$ cat src/rtl/sld_pkg.sv
package sld_pkg;

    // Mantissa width used by the log approximation table
    localparam int MANT_W = 4;

    // 16 * log2(1 + m/16), rounded to the nearest integer
    function automatic logic [MANT_W-1:0] mant_log2(input logic [MANT_W-1:0] m);
        logic [MANT_W-1:0] r;
        case (m)
            4'd0:  r = 4'd0;
            4'd1:  r = 4'd1;
            4'd2:  r = 4'd3;
            4'd3:  r = 4'd4;
            4'd4:  r = 4'd5;
            4'd5:  r = 4'd6;
            4'd6:  r = 4'd7;
            4'd7:  r = 4'd8;
            4'd8:  r = 4'd9;
            4'd9:  r = 4'd10;
            4'd10: r = 4'd11;
            4'd11: r = 4'd12;
            4'd12: r = 4'd13;
            4'd13: r = 4'd14;
            4'd14: r = 4'd15;
            default: r = 4'd15;
        endcase
        return r;
    endfunction

endpackage

$ cat src/rtl/sld_smoother.sv
module sld_smoother #(
    parameter int PCM_W    = 16,
    parameter int FRAC_W   = 10,
    parameter int ALPHA_SH = 10
) (
    input  logic                              clk,
    input  logic                              rst_n,
    input  logic                              vld_i,
    input  logic signed [PCM_W-1:0]           pcm_i,
    output logic signed [PCM_W+FRAC_W-1:0]    y_o
);
    localparam int ACC_W = PCM_W + FRAC_W;

    typedef struct packed {
        logic signed [ACC_W-1:0] y;
    } sm_state_t;

    sm_state_t st_d, st_q;

    logic signed [ACC_W:0] x_ext;
    logic signed [ACC_W:0] y_ext;
    logic signed [ACC_W:0] diff;
    logic signed [ACC_W:0] step;
    logic signed [ACC_W:0] sum;

    always_comb begin
        st_d  = st_q;
        x_ext = $signed({pcm_i[PCM_W-1], pcm_i, {FRAC_W{1'b0}}});
        y_ext = $signed({st_q.y[ACC_W-1], st_q.y});
        diff  = x_ext - y_ext;
        step  = diff >>> ALPHA_SH;
        sum   = y_ext + step;
        if (vld_i) begin
            st_d.y = sum[ACC_W-1:0];
        end
    end

    always_ff @(posedge clk or negedge rst_n) begin
        if (!rst_n) begin
            st_q <= '0;
        end else begin
            st_q <= st_d;
        end
    end

    assign y_o = st_q.y;

endmodule

$ cat src/rtl/sld_window.sv
module sld_window #(
    parameter int CNT_W = 16
) (
    input  logic             clk,
    input  logic             rst_n,
    input  logic             vld_i,
    input  logic [CNT_W-1:0] window_i,
    output logic             meas_o
);
    typedef struct packed {
        logic [CNT_W-1:0] cnt;
        logic             meas;
    } win_state_t;

    win_state_t st_d, st_q;

    logic [CNT_W:0] next_cnt;

    always_comb begin
        st_d      = st_q;
        st_d.meas = 1'b0;
        next_cnt  = {1'b0, st_q.cnt} + {{CNT_W{1'b0}}, 1'b1};
        if (vld_i) begin
            if (next_cnt >= {1'b0, window_i}) begin
                st_d.cnt  = '0;
                st_d.meas = 1'b1;
            end else begin
                st_d.cnt  = next_cnt[CNT_W-1:0];
            end
        end
    end

    always_ff @(posedge clk or negedge rst_n) begin
        if (!rst_n) begin
            st_q <= '0;
        end else begin
            st_q <= st_d;
        end
    end

    assign meas_o = st_q.meas;

endmodule

$ cat src/rtl/sld_log_db.sv
module sld_log_db
    import sld_pkg::*;
#(
    parameter int PCM_W    = 16,
    parameter int DB_W     = 10,
    parameter int DB_SCALE = 771,
    parameter int SCALE_SH = 10,
    parameter int DB_OFS2  = 52
) (
    input  logic signed [PCM_W-1:0] yint_i,
    output logic signed [DB_W-1:0]  level_o
);
    localparam int MAG_W  = PCM_W - 1;
    localparam int POS_W  = $clog2(MAG_W);
    localparam int LG_W   = POS_W + MANT_W;
    localparam int PROD_W = LG_W + 16;
    localparam logic signed [DB_W-1:0] DB_MIN = {1'b1, {(DB_W-1){1'b0}}};

    logic [MAG_W-1:0]  mag;
    logic [POS_W-1:0]  pos;
    logic [POS_W-1:0]  sh;
    logic [MAG_W-1:0]  norm;
    logic [MANT_W-1:0] mant;
    logic [LG_W-1:0]   lg;
    logic [PROD_W-1:0] prod;
    logic [PROD_W-1:0] half;
    logic signed [PROD_W:0] lvl_full;

    always_comb begin
        mag = yint_i[MAG_W-1:0];
        pos = '0;
        for (int i = 0; i < MAG_W; i++) begin
            if (mag[i]) pos = POS_W'(i);
        end
        sh   = POS_W'(MAG_W - 1) - pos;
        norm = mag << sh;
        mant = norm[MAG_W-2 -: MANT_W];
        lg   = {pos, mant_log2(mant)};
        prod = PROD_W'(lg) * PROD_W'(DB_SCALE) + PROD_W'(1 << (SCALE_SH - 1));
        half = prod >> SCALE_SH;
        lvl_full = $signed({1'b0, half}) - (PROD_W+1)'(DB_OFS2);
        if (yint_i[PCM_W-1] || (mag == '0)) begin
            level_o = DB_MIN;
        end else begin
            level_o = lvl_full[DB_W-1:0];
        end
    end

endmodule

$ cat src/rtl/sound_level_alarm.sv
module sound_level_alarm #(
    parameter int PCM_W    = 16,
    parameter int FRAC_W   = 10,
    parameter int ALPHA_SH = 10,
    parameter int CNT_W    = 16,
    parameter int DB_W     = 10
) (
    input  logic                    clk,
    input  logic                    rst_n,
    input  logic                    pcm_vld_i,
    input  logic signed [PCM_W-1:0] pcm_i,
    input  logic [CNT_W-1:0]        window_i,
    input  logic signed [DB_W-1:0]  thresh_i,
    input  logic                    ack_i,
    output logic signed [DB_W-1:0]  level_o,
    output logic                    level_vld_o,
    output logic                    alarm_o
);
    localparam int ACC_W = PCM_W + FRAC_W;
    localparam logic signed [DB_W-1:0] DB_MIN = {1'b1, {(DB_W-1){1'b0}}};

    typedef struct packed {
        logic signed [DB_W-1:0] level;
        logic                   vld;
        logic                   alarm;
    } out_state_t;

    out_state_t st_d, st_q;

    logic signed [ACC_W-1:0] y;
    logic                    meas;
    logic signed [DB_W-1:0]  lvl_now;

    sld_smoother #(
        .PCM_W   (PCM_W),
        .FRAC_W  (FRAC_W),
        .ALPHA_SH(ALPHA_SH)
    ) u_smooth (
        .clk  (clk),
        .rst_n(rst_n),
        .vld_i(pcm_vld_i),
        .pcm_i(pcm_i),
        .y_o  (y)
    );

    sld_window #(
        .CNT_W(CNT_W)
    ) u_win (
        .clk     (clk),
        .rst_n   (rst_n),
        .vld_i   (pcm_vld_i),
        .window_i(window_i),
        .meas_o  (meas)
    );

    sld_log_db #(
        .PCM_W(PCM_W),
        .DB_W (DB_W)
    ) u_log (
        .yint_i (y[ACC_W-1:FRAC_W]),
        .level_o(lvl_now)
    );

    always_comb begin
        st_d     = st_q;
        st_d.vld = meas;
        if (ack_i) begin
            st_d.alarm = 1'b0;
        end
        if (meas) begin
            st_d.level = lvl_now;
            if (lvl_now > thresh_i) begin
                st_d.alarm = 1'b1;
            end
        end
    end

    always_ff @(posedge clk or negedge rst_n) begin
        if (!rst_n) begin
            st_q.level <= DB_MIN;
            st_q.vld   <= 1'b0;
            st_q.alarm <= 1'b0;
        end else begin
            st_q <= st_d;
        end
    end

    assign level_o     = st_q.level;
    assign level_vld_o = st_q.vld;
    assign alarm_o     = st_q.alarm;

endmodule

$ cat config.mk
export PLATFORM = sky130hd
export DESIGN_NAME = sound_level_alarm
export DESIGN_NICKNAME = d
export VERILOG_FILES = /design/src/rtl/sld_pkg.sv /design/src/rtl/sld_smoother.sv /design/src/rtl/sld_window.sv /design/src/rtl/sld_log_db.sv /design/src/rtl/sound_level_alarm.sv
export SDC_FILE = /design/constraint.sdc
export NUM_CORES = 1
export LEC_CHECK = 0
export ABC_AREA = 1
export BUFFER_PORTS_ARGS = -buffer_cell sky130_fd_sc_hd__buf_2
export CAP_MARGIN = 0
export CORE_MARGIN = 1.5
export CORE_UTILIZATION = 55
export CTS_CLUSTER_DIAMETER = 120
export DETAILED_ROUTE_END_ITERATION = 10
export PLACE_DENSITY_LB_ADDON = 0.1
export SLEW_MARGIN = 20
export SYNTH_ARGS = -nofsm -noshare
export SYNTH_HDL_FRONTEND = slang
export SYNTH_SLANG_ARGS = --single-unit
$ cat constraint.sdc
create_clock -name clk -period 13.9 [get_ports clk]
set_clock_uncertainty 0.05 [all_clocks]
set_input_delay 2.78 -clock clk [delete_from_list [all_inputs] [get_ports clk]]
set_output_delay 2.78 -clock clk [all_outputs]
set_load 0.1 [all_outputs]
==> reports/summary.txt, run 1 <==
Critical path launch point type -> register
Detailed Route Iter0 Violations -> 504
HPWL Detailed -> 14.3 mm
Worst endpoint data arrival time -> 8070 ps
MaxCap Viol Count -> 0
Setup_tns -> 0 ps
Final nets -> 1252
Port Buffer Count -> 57
Syn_nets -> 1205
Post-synth EDFFs -> 0
Vias in the first global route -> 6275
Ratio of cells with drive above 1 in the final layout -> 0.0907
Longest Clk Path Bufs -> 2
RSZ-0062 raised after global routing -> false
ANT nets after route -> 0
Area of the die -> 0.0136 mm²
Yosys Warn Count -> 0
Crit path max fanout -> 27
Sequential area share after synthesis -> 0.194
Min-Delay Path Class -> register to register
Fin crit period -> 7880 ps
DR vias -> 7020
Hold WS -> 432 ps
Final WL -> 17.5 mm
Netlist cell types -> 55
Drt pass-1 iters -> 5
Most common cell on crit path -> nand2_1
Final hold violations -> 0
Fillers -> 1261
Die Wd -> 117 µm
TritonCTS buffer count -> 5
Clk sink count -> 55
Placed Cells -> 1267
Vias per std cell -> 5.51
GRT busiest layer -> met2
Synthesized flop and latch total -> 55
Grt ovf -> 0
Diode count -> 0
Max Fclk -> 127 MHz
I/O pin count -> 58
First-pass GRT wire length -> 29.3 mm
Largest net degree at the start of global routing -> 62
Area delta synth->final -> 7.91%
Final worst path period share -> 0.567
Worst-path cell with the longest stage delay -> ha_1
CORE AREA -> 0.0126 mm²
Gpl congestion -> 0.979
Post-CTS setup buffer count -> 0
Clock transition at path regs -> 90 ps
Slew Limit Fails -> 0
Root Buffer -> clkbuf_16
Die H -> 117 µm
Crit. End Element -> register
Measured slew at the worst slew-check pin -> 757 ps
Most common flop cell mapped by yosys -> dfrtp_1
WL/cell -> 13.8 µm
H-tree depth -> 2
Initial antenna violation count -> 0
Async set-reset flop share out of synthesis -> 1.00
Syn Area/Cell -> 6.73 µm²
Fin util -> 0.607
Slew headroom -> 0.496
Final setup violation count -> 0
Skew-Pair Late Insertion Delay -> 310 ps
Cell count after synthesis -> 1055
Global-route met1 utilization -> 0.391
GRT met2 Usage -> 0.432
DR DRC count -> 0
CTS tree -> built
Worst Setup Path Type -> register to register
# rows -> 41
CP required -> 14080 ps
Cell Area, Synth -> 0.00710 mm²
Met3 usage -> 0.0343
Status -> complete, no violations
Critical Path Max Stage Delay -> 750 ps
Final instance count without filler cells -> 1275
Initial core utilization -> 0.563
Cts hold-fix bufs -> 0
PostCTS Resize Cnt -> 0
Global Route Usage Sum -> 0.271
-- cell families after synthesis --
kind of cell	share of synthesized area
buffers and inverters	0.0952
AO/OA/AOI/OAI	0.147
AND/OR/NAND/NOR	0.317
XOR/XNOR	0.0606
adder cells (fa/ha/maj)	0.186
flip-flops	0.194
-- per-stage QoR --
step | setup WS (ps) | cell area, µm²
floorplan | 7250 | 7100
global placement | 6330 | 7500
detailed placement | 6080 | 7500
CTS | 6060 | 7660
global route | 5170 | 7660
finish | 6020 | 7660
-- cell usage after synthesis, types with 6 or more instances --
cell      number  share of area
nand4_1       18          0.016
a21oi_1       67          0.047
nand3_1      122          0.086
nand2_1      241           0.13
nor3_1        15          0.011
o21ai_1       10         0.0070
a31oi_1        6         0.0053
nor2_1        60          0.032
clkbuf_1      12         0.0063
xor2_1        31          0.038
o21ai_0       71          0.050
inv_1        145          0.077
nor4_1         9         0.0079
ha_1         101           0.18
dfrtp_1       54           0.19
nand2_2        6         0.0053
xnor2_1       15          0.019
-- layout by cell type, fill, tap and decap left out, types with 5 or more instances in the layout --
master	count
nand3_1	122
nor3_1	15
dfrtp_1	54
nor4_1	9
nor2_1	60
xor2_1	31
buf_2	57
nand4_1	18
a31oi_1	6
o21ai_1	10
o21ai_0	71
nand2_2	6
a21oi_1	67
xnor2_1	15
ha_1	101
nand2_1	241
clkbuf_16	5
inv_1	145
-- registers in the layout, indices dropped and copies added, names as in the netlist --
signal and cells:
u_win.meas_o 1, alarm_o 1, level_o 10, u_win.st_q 16, u_smooth.y_o 26, level_vld_o 1
-- cell type report --
class                      count  area [µm²]  area share
clock buffer                   5         125      0.0163
multi-input combinational    831        5050       0.659
tap                          172         215      0.0281
clock inverter                 3        33.8     0.00441
sequential                    55        1380       0.180
inverter                     150         563      0.0735
timing repair buffer          59         300      0.0392
-- metal layers --
layer,wire length [µm],vias up
met5,0,-
met4,295,0
met3,807,27
met2,7720,162
met1,8730,3189
li1,-,3642
-- critical path, delay by kind of cell (launching register included) --
family	cells	cell delay, ps
fa+ha+maj	7	2640
compound gates	10	1480
simple gates	25	2300
xor+xnor	1	140
flops	1	430
buf+inv	3	770
-- path summary, 6_finish.rpt --
check                                 startpoint               end  slack (ps)  cells after the start
worst max-delay path            u_smooth.y_o[12]           alarm_o        6020                     46
worst min-delay path                  level_o[3]        level_o[3]         430                      2
worst max register to register  u_smooth.y_o[12]           alarm_o        6020                     46
worst min register to register        level_o[3]        level_o[3]         430                      2
max in group asynchronous                  rst_n    u_win.st_q[11]       10730                      2
min in group asynchronous                  rst_n  u_smooth.y_o[18]        2540                      2
Power of run 1 is not shown: default switching activity piles up to over one toggle a cycle in this logic, so the estimate is an artifact.
==> run 2: changes to the inputs <==
==> constraint.sdc (replaced) <==
create_clock -name clk -period 7.7 [get_ports clk]
set_clock_uncertainty 0.05 [all_clocks]
set_input_delay 1.54 -clock clk [delete_from_list [all_inputs] [get_ports clk]]
set_output_delay 1.54 -clock clk [all_outputs]
set_load 0.1 [all_outputs]
==> run 2 against run 1 <==
  * Global-route usage down 0.27 points
  * Largest cell class unchanged
  * Hold slack worse by 2.5 ps
  * Sequential cell count unchanged
  * Final cell count up 0.71%
==> reports/summary.txt, run 2 (synthesis results as in run 1) <==
R2r setup slk -> 630 ps (-5380 ps)
Root Buffer -> clkbuf_16
MaxCap Viol Count -> 0 (unchanged)
Initial antenna violation count -> 0 (unchanged)
Most common cell on crit path -> nand2_1
CP required -> 7880 ps (-6200 ps)
ANT nets after route -> 0 (unchanged)
HPWL Detailed -> 14.3 mm (+0.23%)
Detailed Route Iter0 Violations -> 500 (-0.79%)
Diode count -> 0 (unchanged)
DP Area -> 0.00751 mm² (about the same)
Die H -> 117 µm (unchanged)
Measured slew at the worst slew-check pin -> 757 ps (+0.597 ps)
Final worst path period share -> 0.918 (+0.350)
H-tree depth -> 2 (unchanged)
Die Wd -> 117 µm (unchanged)
DR DRC count -> 0 (unchanged)
First-pass GRT wire length -> 28.9 mm (-1.3%)
Max reg flops -> 26 (unchanged)
Global Route Usage Sum -> 0.269 (-0.00265)
Final nets -> 1261 (+0.72%)
Critical Path End -> alarm_o
Slew Limit Fails -> 0 (unchanged)
Status -> complete, no violations
Final hold violations -> 0 (unchanged)
Critical Path Max Stage Delay -> 460 ps (-290 ps)
Grt ovf -> 0 (unchanged)
Vias per std cell -> 5.47 (-0.73%)
Worst Setup Path Type -> register to register
Fin area -> 0.00776 mm² (+1.4%)
Fin crit period -> 7070 ps (-818 ps)
Setup_tns -> 0 ps (unchanged)
Initial core utilization -> 0.563 (unchanged)
Worst hold path stage count -> 2 (unchanged)
Max Fclk -> 142 MHz (+12%)
Commonest non-fill, non-tap cell in the layout -> nand2_1
Drt pass-1 iters -> 6 (+1)
Hold WS -> 429 ps (-2.52 ps)
Ratio of cells with drive above 1 in the final layout -> 0.0998 (+0.00916)
DR vias -> 7018 (-0.028%)
Clk sink count -> 55 (unchanged)
Clock transition at path regs -> 80 ps (about the same)
CORE AREA -> 0.0126 mm² (unchanged)
Largest net degree at the start of global routing -> 62 (unchanged)
TritonCTS buffer count -> 5 (unchanged)
Slew headroom -> 0.495 (about the same)
FF-to-FF Start -> u_smooth.y_o[12]
Cts hold-fix bufs -> 0 (unchanged)
Min-Delay Path Class -> register to register
Worst endpoint data arrival time -> 7250 ps (-820 ps)
# rows -> 41 (unchanged)
Crit path max fanout -> 16 (-41%)
Crit. End Element -> register
Final WL -> 17.9 mm (+1.8%)
Port Buffer Count -> 57 (unchanged)
Vias in the first global route -> 6175 (-1.6%)
I/O pin count -> 58 (unchanged)
Fillers -> 1233 (-2.2%)
Area delta synth->final -> 9.38%
Gpl congestion -> 0.958 (-2.1%)
Critical path launch point type -> register
WL/cell -> 13.9 µm (+1.1%)
Longest Clk Path Bufs -> 2 (unchanged)
R2R depth -> 45 (-2.2%)
CTS tree -> built
Skew-Pair Late Insertion Delay -> 310 ps (about the same)
Final setup violation count -> 0 (unchanged)
Worst-path cell with the longest stage delay -> fa_1
Area of the die -> 0.0136 mm² (unchanged)
Worst Setup SP -> u_smooth.y_o[12]
Reg2Reg Capture Point -> alarm_o
Commonest cells after routing, fill and taps aside -> nand2_1 (241), inv_1 (145), nand3_1 (122), ha_1 (100), o21ai_0 (71)
[run 2: per-stage QoR]
stage                     std cells  utilization  setup slack [ps]
after floorplan                1055            -              1050
after global placement         1268        0.595               686
after detailed placement       1268        0.595               510
after CTS                      1276        0.609               480
after global routing           1284        0.615             -77.4
final                          1284        0.615               634
[run 2: cell type report]
type | count | area, µm² | area share
inverter | 150 | 567 | 0.0730
multi-input combinational | 832 | 5070 | 0.653
tap | 172 | 215 | 0.0277
timing repair buffer | 67 | 360 | 0.0464
clock buffer | 5 | 125 | 0.0161
sequential | 55 | 1380 | 0.177
clock inverter | 3 | 50.0 | 0.00645
[run 2: worst min-delay path by stage]
stage                 start           to  slack, ps
6_report         level_o[9]   level_o[9]        430
5_1_grt          level_o[2]   level_o[2]        460
4_1_cts          level_o[9]   level_o[9]        430
3_5_place_dp     level_o[9]   level_o[9]        420
3_3_place_gp     level_o[3]   level_o[3]        410
2_1_floorplan  u_win.meas_o  level_vld_o        420
[run 2: worst max-delay path: cells and delay by family, from the launching register on]
| kind | cells | cell delay (ps) |
|---|---|---|
| compound gates | 9 | 1600 |
| xor+xnor | 2 | 390 |
| fa+ha+maj | 7 | 2090 |
| buf+inv | 3 | 360 |
| flops | 1 | 440 |
| simple gates | 24 | 2090 |
[run 2: per-layer routing]
metal / share of wire / up-vias / track usage
met5: 0 / - / 0
met4: 0.016 / 0 / 0.0651
met3: 0.052 / 28 / 0.0322
met2: 0.45 / 203 / 0.432
met1: 0.49 / 3127 / 0.386
li1: - / 3660 / -
[run 2: timing repair]
item / 4_1_cts / 5_1_grt
resized for setup: 0 / 3
endpoints found under the setup margin: 0 / 1
buffers inserted: 0 / 7
endpoints found under the hold margin: 0 / 0
Power of run 2 is left out for the same reason.
